## src/rtl/tpm_pkg.sv

```systemverilog
package tpm_pkg;

  typedef enum logic [2:0] {
    MODE_IO_IO    = 3'd0,
    MODE_IO_TRG   = 3'd1,
    MODE_GATE_IO  = 3'd2,
    MODE_GATE_TRG = 3'd3,
    MODE_IO_XCK   = 3'd4,
    MODE_TRG_IO   = 3'd5,
    MODE_GATE_XCK = 3'd6,
    MODE_TRG_TRG  = 3'd7
  } pin_mode_e;

  typedef struct packed {
    logic a_gate;
    logic a_trig;
    logic b_trig;
    logic b_xclk;
  } pin_roles_t;

  localparam logic [1:0] SEL_REG0 = 2'd0;
  localparam logic [1:0] SEL_REG1 = 2'd1;
  localparam logic [1:0] SEL_CNT  = 2'd2;

endpackage

```

## src/rtl/tpm_edge_sync.sv

```systemverilog
module tpm_edge_sync #(
  parameter int N = 2
) (
  input  logic         clk,
  input  logic         rst_n,
  input  logic [N-1:0] pin_i,
  output logic [N-1:0] level_o,
  output logic [N-1:0] rise_o
);

  for (genvar g = 0; g < N; g++) begin : g_pin
    logic s1_q, s2_q, s3_q;

    always_ff @(posedge clk or negedge rst_n) begin
      if (!rst_n) begin
        s1_q <= 1'b0;
        s2_q <= 1'b0;
        s3_q <= 1'b0;
      end else begin
        s1_q <= pin_i[g];
        s2_q <= s1_q;
        s3_q <= s2_q;
      end
    end

    assign level_o[g] = s2_q;
    assign rise_o[g]  = s2_q & ~s3_q;

    AST_RISE_SINGLE: assert property (@(posedge clk) disable iff (!rst_n)
      rise_o[g] |=> !rise_o[g]);
  end

endmodule

```

## src/rtl/tpm_role_dec.sv

```systemverilog
module tpm_role_dec
  import tpm_pkg::*;
(
  input  logic [2:0] mode_i,
  output pin_roles_t roles_o
);

  always_comb begin
    roles_o = '0;
    unique case (pin_mode_e'(mode_i))
      MODE_IO_IO:    ;
      MODE_IO_TRG:   roles_o.b_trig = 1'b1;
      MODE_GATE_IO:  roles_o.a_gate = 1'b1;
      MODE_GATE_TRG: begin
        roles_o.a_gate = 1'b1;
        roles_o.b_trig = 1'b1;
      end
      MODE_IO_XCK:   roles_o.b_xclk = 1'b1;
      MODE_TRG_IO:   roles_o.a_trig = 1'b1;
      MODE_GATE_XCK: begin
        roles_o.a_gate = 1'b1;
        roles_o.b_xclk = 1'b1;
      end
      MODE_TRG_TRG: begin
        roles_o.a_trig = 1'b1;
        roles_o.b_trig = 1'b1;
      end
      default: ;
    endcase
  end

endmodule

```

## src/rtl/tpm_prescaler.sv

```systemverilog
module tpm_prescaler #(
  parameter int PW = 8
) (
  input  logic          clk,
  input  logic          rst_n,
  input  logic          src_en_i,
  input  logic [PW-1:0] presc_i,
  output logic          tick_o
);

  logic [PW-1:0] pcnt_q, pcnt_d;

  always_comb begin
    pcnt_d = pcnt_q;
    tick_o = 1'b0;
    if (src_en_i) begin
      if (pcnt_q >= presc_i) begin
        pcnt_d = '0;
        tick_o = 1'b1;
      end else begin
        pcnt_d = pcnt_q + 1'b1;
      end
    end
  end

  always_ff @(posedge clk or negedge rst_n) begin
    if (!rst_n) pcnt_q <= '0;
    else        pcnt_q <= pcnt_d;
  end

  AST_TICK_NEEDS_SRC: assert property (@(posedge clk) disable iff (!rst_n)
    tick_o |-> src_en_i);
  AST_PRESC_GAP: assert property (@(posedge clk) disable iff (!rst_n)
    (tick_o && presc_i != '0 && $stable(presc_i)) |=> !tick_o);

endmodule

```

## src/rtl/tpm_count_regs.sv

```systemverilog
module tpm_count_regs
  import tpm_pkg::*;
#(
  parameter int W = 16
) (
  input  logic         clk,
  input  logic         rst_n,
  input  logic         tick_i,
  input  logic         up_i,
  input  logic         trig0_i,
  input  logic         trig1_i,
  input  logic         cap0_i,
  input  logic         cap1_i,
  input  logic         wr_en_i,
  input  logic [1:0]   wr_sel_i,
  input  logic [W-1:0] wr_data_i,
  output logic [W-1:0] count_o,
  output logic [W-1:0] reg0_o,
  output logic [W-1:0] reg1_o
);

  logic [W-1:0] cnt_q, cnt_d, r0_q, r0_d, r1_q, r1_d;
  logic         pend0_q, pend0_d, pend1_q, pend1_d;
  logic         cap0_ev, cap1_ev, rel0_eff, rel1_eff, wr_cnt;

  assign cap0_ev  = trig0_i & cap0_i;
  assign cap1_ev  = trig1_i & cap1_i;
  assign rel0_eff = pend0_q | (trig0_i & ~cap0_i);
  assign rel1_eff = pend1_q | (trig1_i & ~cap1_i);
  assign wr_cnt   = wr_en_i & (wr_sel_i == SEL_CNT);

  always_comb begin
    cnt_d   = cnt_q;
    pend0_d = rel0_eff;
    pend1_d = rel1_eff;
    if (wr_cnt) begin
      cnt_d = wr_data_i;
    end else if (tick_i) begin
      pend0_d = 1'b0;
      pend1_d = 1'b0;
      if (rel0_eff)      cnt_d = r0_q;
      else if (rel1_eff) cnt_d = r1_q;
      else if (up_i)     cnt_d = cnt_q + 1'b1;
      else               cnt_d = cnt_q - 1'b1;
    end
  end

  always_comb begin
    r0_d = r0_q;
    r1_d = r1_q;
    if (cap0_ev)                                  r0_d = cnt_q;
    else if (wr_en_i && wr_sel_i == SEL_REG0)     r0_d = wr_data_i;
    if (cap1_ev)                                  r1_d = cnt_q;
    else if (wr_en_i && wr_sel_i == SEL_REG1)     r1_d = wr_data_i;
  end

  always_ff @(posedge clk or negedge rst_n) begin
    if (!rst_n) begin
      cnt_q   <= '0;
      r0_q    <= '0;
      r1_q    <= '0;
      pend0_q <= 1'b0;
      pend1_q <= 1'b0;
    end else begin
      cnt_q   <= cnt_d;
      r0_q    <= r0_d;
      r1_q    <= r1_d;
      pend0_q <= pend0_d;
      pend1_q <= pend1_d;
    end
  end

  assign count_o = cnt_q;
  assign reg0_o  = r0_q;
  assign reg1_o  = r1_q;

  AST_COUNT_UP: assert property (@(posedge clk) disable iff (!rst_n)
    (tick_i && up_i && !wr_cnt && !rel0_eff && !rel1_eff)
      |=> count_o == $past(count_o) + 1'b1);
  AST_COUNT_DOWN: assert property (@(posedge clk) disable iff (!rst_n)
    (tick_i && !up_i && !wr_cnt && !rel0_eff && !rel1_eff)
      |=> count_o == $past(count_o) - 1'b1);
  AST_CAPTURE0: assert property (@(posedge clk) disable iff (!rst_n)
    cap0_ev |=> reg0_o == $past(count_o));
  AST_CAPTURE1: assert property (@(posedge clk) disable iff (!rst_n)
    cap1_ev |=> reg1_o == $past(count_o));
  AST_RELOAD0: assert property (@(posedge clk) disable iff (!rst_n)
    (tick_i && rel0_eff && !wr_cnt) |=> count_o == $past(reg0_o));
  AST_HOLD_NO_TICK: assert property (@(posedge clk) disable iff (!rst_n)
    (!tick_i && !wr_cnt) |=> $stable(count_o));

endmodule

```

## src/rtl/tpm_top.sv

```systemverilog
module tpm_top
  import tpm_pkg::*;
#(
  parameter int W  = 16,
  parameter int PW = 8
) (
  input  logic          clk,
  input  logic          rst_n,
  input  logic [2:0]    mode_i,
  input  logic          up_i,
  input  logic          run_i,
  input  logic [PW-1:0] presc_i,
  input  logic          cap0_i,
  input  logic          cap1_i,
  input  logic          pin_a_i,
  input  logic          pin_b_i,
  input  logic          wr_en_i,
  input  logic [1:0]    wr_sel_i,
  input  logic [W-1:0]  wr_data_i,
  output logic [W-1:0]  count_o,
  output logic [W-1:0]  reg0_o,
  output logic [W-1:0]  reg1_o
);

  localparam int NPIN = 2;

  pin_roles_t      roles;
  logic [NPIN-1:0] lvl, rise;
  logic            gate_ok, src_ev, src_en, cnt_tick, trig0, trig1;

  tpm_edge_sync #(.N(NPIN)) u_sync (
    .clk     (clk),
    .rst_n   (rst_n),
    .pin_i   ({pin_b_i, pin_a_i}),
    .level_o (lvl),
    .rise_o  (rise)
  );

  tpm_role_dec u_dec (
    .mode_i  (mode_i),
    .roles_o (roles)
  );

  assign gate_ok = ~roles.a_gate | ~lvl[0];
  assign src_ev  = roles.b_xclk ? rise[1] : 1'b1;
  assign src_en  = run_i & gate_ok & src_ev;
  assign trig0   = roles.a_trig & rise[0];
  assign trig1   = roles.b_trig & rise[1];

  tpm_prescaler #(.PW(PW)) u_presc (
    .clk      (clk),
    .rst_n    (rst_n),
    .src_en_i (src_en),
    .presc_i  (presc_i),
    .tick_o   (cnt_tick)
  );

  tpm_count_regs #(.W(W)) u_core (
    .clk       (clk),
    .rst_n     (rst_n),
    .tick_i    (cnt_tick),
    .up_i      (up_i),
    .trig0_i   (trig0),
    .trig1_i   (trig1),
    .cap0_i    (cap0_i),
    .cap1_i    (cap1_i),
    .wr_en_i   (wr_en_i),
    .wr_sel_i  (wr_sel_i),
    .wr_data_i (wr_data_i),
    .count_o   (count_o),
    .reg0_o    (reg0_o),
    .reg1_o    (reg1_o)
  );

  AST_GATE_BLOCKS: assert property (@(posedge clk) disable iff (!rst_n)
    (roles.a_gate && lvl[0]) |-> !cnt_tick);
  AST_STOPPED: assert property (@(posedge clk) disable iff (!rst_n)
    !run_i |-> !cnt_tick);
  AST_IO_IGNORE: assert property (@(posedge clk) disable iff (!rst_n)
    (mode_i == MODE_IO_IO) |-> (!trig0 && !trig1));
  AST_XCLK_EDGE: assert property (@(posedge clk) disable iff (!rst_n)
    (roles.b_xclk && !rise[1]) |-> !cnt_tick);
  AST_A_ROLE_EXCL: assert property (@(posedge clk) disable iff (!rst_n)
    $onehot0({roles.a_gate, roles.a_trig}));

endmodule

```

## config.mk

```make
export PLATFORM = sky130hd
export DESIGN_NAME = tpm_top
export DESIGN_NICKNAME = d
export VERILOG_FILES = /design/src/rtl/tpm_pkg.sv /design/src/rtl/tpm_edge_sync.sv /design/src/rtl/tpm_role_dec.sv /design/src/rtl/tpm_prescaler.sv /design/src/rtl/tpm_count_regs.sv /design/src/rtl/tpm_top.sv
export SDC_FILE = /design/constraint.sdc
export NUM_CORES = 1
export LEC_CHECK = 0
export BUFFER_PORTS_ARGS = -buffer_cell sky130_fd_sc_hd__clkbuf_2
export CORE_UTILIZATION = 47
export DETAILED_ROUTE_END_ITERATION = 10
export PLACE_DENSITY = 0.69
export SKIP_LAST_GASP = 1
export SYNTH_ARGS = -nofsm -noshare
export SYNTH_HDL_FRONTEND = slang
export SYNTH_HIERARCHICAL = 1
export SYNTH_SLANG_ARGS = --single-unit
```

## constraint.sdc

```tcl
create_clock -name clk -period 8 [get_ports clk]
set_clock_uncertainty 0.1 [all_clocks]
set_input_delay 1.6 -clock clk [delete_from_list [all_inputs] [get_ports clk]]
set_output_delay 1.6 -clock clk [all_outputs]
set_load 0.01 [all_outputs]
```

==> results.md <==
* Status: finished, final reports clean
* Syn Nets at 544
* Setup tns final at 0 ns
* CTS tree: built
* Number of global-route vias before repair at 3784
* IO Port Bufs at 85
* Global placement routability congestion at 0.835
* Reg2reg setup slack at 4.71 ns
* Mapped Avg Cell Area at between 8 and 9 um^2
* DR vias at 3958
* DRC Markers at 0
* Reg2reg path depth at 6
* CTS root buffer: clkbuf_8
* IO Pins at 86
* Worst setup SP type: primary input
* Total gr overflow at 0
* Clock Tree Buf Depth at 2
* Clk sinks at 64
* Hold_buf cts at 0
* Period Utilization, post-route at 53.7%
* GRT Resource Usage Total at 25.7%
* Hold crit path type: reg -> reg
* 1st-pass router iterations at 4
* Max H-tree Level at 3
* P_sw at 0.677 mW
* Sw frac at between 40 and 50%
* Slew @ Worst Pin at approximately 1.2 ns
* Fraction of layout cells with a size suffix above 1 at 23.0%
* Comb pwr share at a little under half
* First-pass GRT wire length at 19.4 mm
* Die H at 97.2 um
* Worst hold stages at 0
* WL/cell at 17.3 um
* Hold Crit Start: u_sync/g_pin[0].s1_q$_DFF_PN0_
* DR iter-0 viols at 280
* Max-cap viol count at 0
* Final setup violation count at 0
* Clk_lat worst skew at around 0.34 ns
* Unrepaired setup endpoints after global routing: no
* Worst Hold Endpoint: u_sync/g_pin[0].s2_q$_DFF_PN0_
* Synth Instances at 482
* Die Wd at 97.2 um
* Initial Util at 48.6%
* Critical-path maximum fanout at 32
* Dpl hpwl at 7.94 mm
* PnR worst setup slack at between 3 and 4 ns
* Setup Crit Path Kind: in -> reg
* Final Net Count at 622
* Internal power at approximately 0.89 mW
* R2r startpoint: u_sync/g_pin[1].s2_q$_DFF_PN0_
* Worst R2R End: u_core/reg1_o[1]$_DFFE_PN0P_
* CTS clk-pin slew, worst paths at 0.07 ns
* PostCTS Resize Cnt at 0
* Post-DR vias/cell at 5.88
* Cell Area, Synth at roughly 0.0043 mm^2
* Total die area at 0.00944 mm^2
* Fin crit period at 4.30 ns
* Initial antenna violation count at 0
* Setup WS pre-CTS at 3.34 ns
* Post-DRT Antenna Nets at 0
* Total CTS buffers at 9
* Ys Warns at 6
* Static leakage at 2.53 nW
* Final core area utilization at 56.8%
* Final WL at 11.7 mm
* Core area at 0.00876 mm^2
* Worst rel slew slack at between 10% and 20%
* Max Fclk at 233 MHz
* Seq pwr share at 32.8%
* WP data required at 8.06 ns
* Final Hold Vio Count at 0
* Final Max Tran Viols at 0
* Total Power at 1.57 mW
* Crit path arrival time at 4.36 ns
* ANT cells at 0
* Pin count of the biggest net entering global routing at 65
* Syn-to-layout area delta at 16.9%
* # rows at 34
* Power Density at ~320 mW/mm^2
* Clock network power share at between 20% and 30%
* Worst vdd ir at around 150 uV
* Setup crit end kind: flop
* Postcts setup bufs at 0
[sequential cells by signal (all words and copies together) (netlist names)]
register and cells:
u_core/count_o 16, u_core/pend0_q 1, u_core/pend1_q 1, u_core/reg0_o 16, u_core/reg1_o 16, u_presc/pcnt_q 8
u_sync/g_pin.s1_q 2, u_sync/g_pin.s2_q 2, u_sync/g_pin.s3_q 2
[layer usage]
layer	routed length, um	part of all wire [%]	GRT usage, %	vias up
met4	213	1.8	8.38	0
met3	636	5.5	5.18	19
met1	5280	45	34.1	1899
li1	-	-	-	1894
met2	5530	47	42.0	146
met5	0	0	0	-
[power by group through the flow]
stage               logic [mW]  clock network [mW]  registers [mW]
floorplan                0.494                   0           0.521
global placement         0.712                   0           0.515
detailed placement       0.729                   0           0.519
CTS                      0.734               0.321           0.513
global route             0.827               0.336           0.527
finish                   0.739               0.316           0.514
[metrics by stage]
| step | hold slack [ns] | instance area, um^2 | std cells |
|---|---|---|---|
| 6_report | 0.260 | 4980 | 673 |
| 5_1_grt | 0.269 | 4980 | 673 |
| 4_1_cts | 0.262 | 4980 | 673 |
| 3_5_place_dp | 0.246 | 4760 | 657 |
| 3_3_place_gp | 0.232 | 4760 | 657 |
| 2_1_floorplan | 0.231 | 4260 | 482 |
[layout by cell type (no fill, tap or decap), types with 9 or more instances in the layout]
| cell type | count |
|---|---|
| inv_1 | 22 |
| mux2i_1 | 33 |
| clkbuf_8 | 10 |
| a21oi_1 | 43 |
| nor2_1 | 52 |
| o21ai_0 | 34 |
| nand3_1 | 10 |
| clkbuf_2 | 84 |
| a21o_1 | 9 |
| dfrtp_1 | 64 |
| ha_1 | 23 |
| nand2_1 | 49 |
[critical path: stages]
cell and delay, ns:
clkbuf_2 0.10, a21boi_2 0.15, and2_2 0.21, nand2_1 0.86, nand2_1 1.06, nor2_1 0.31, a21oi_1 0.07
[worst max-delay path by stage]
stage,end,slack (ns),start,depth (start not counted)
floorplan,u_core/count_o[11]$_DFFE_PN0P_,4.21,presc_i[2],12
global placement,u_core/reg1_o[5]$_DFFE_PN0P_,3.45,mode_i[0],7
detailed placement,u_core/reg1_o[1]$_DFFE_PN0P_,3.34,mode_i[0],7
CTS,u_core/reg1_o[13]$_DFFE_PN0P_,3.70,mode_i[0],7
global route,u_core/reg1_o[6]$_DFFE_PN0P_,3.48,mode_i[0],7
finish,u_core/reg1_o[1]$_DFFE_PN0P_,3.70,mode_i[0],7
[cell type report]
| cell class | instances | area (um^2) |
|---|---|---|
| inverter | 23 | 86.3 |
| sequential | 64 | 1600 |
| fill | 822 | 3790 |
| multi-input combinational | 373 | 2480 |
| clock buffer | 11 | 141 |
| clock inverter | 5 | 80.1 |
| tap | 108 | 135 |
| timing repair buffer | 89 | 455 |
(Power assumes the default switching activity.)
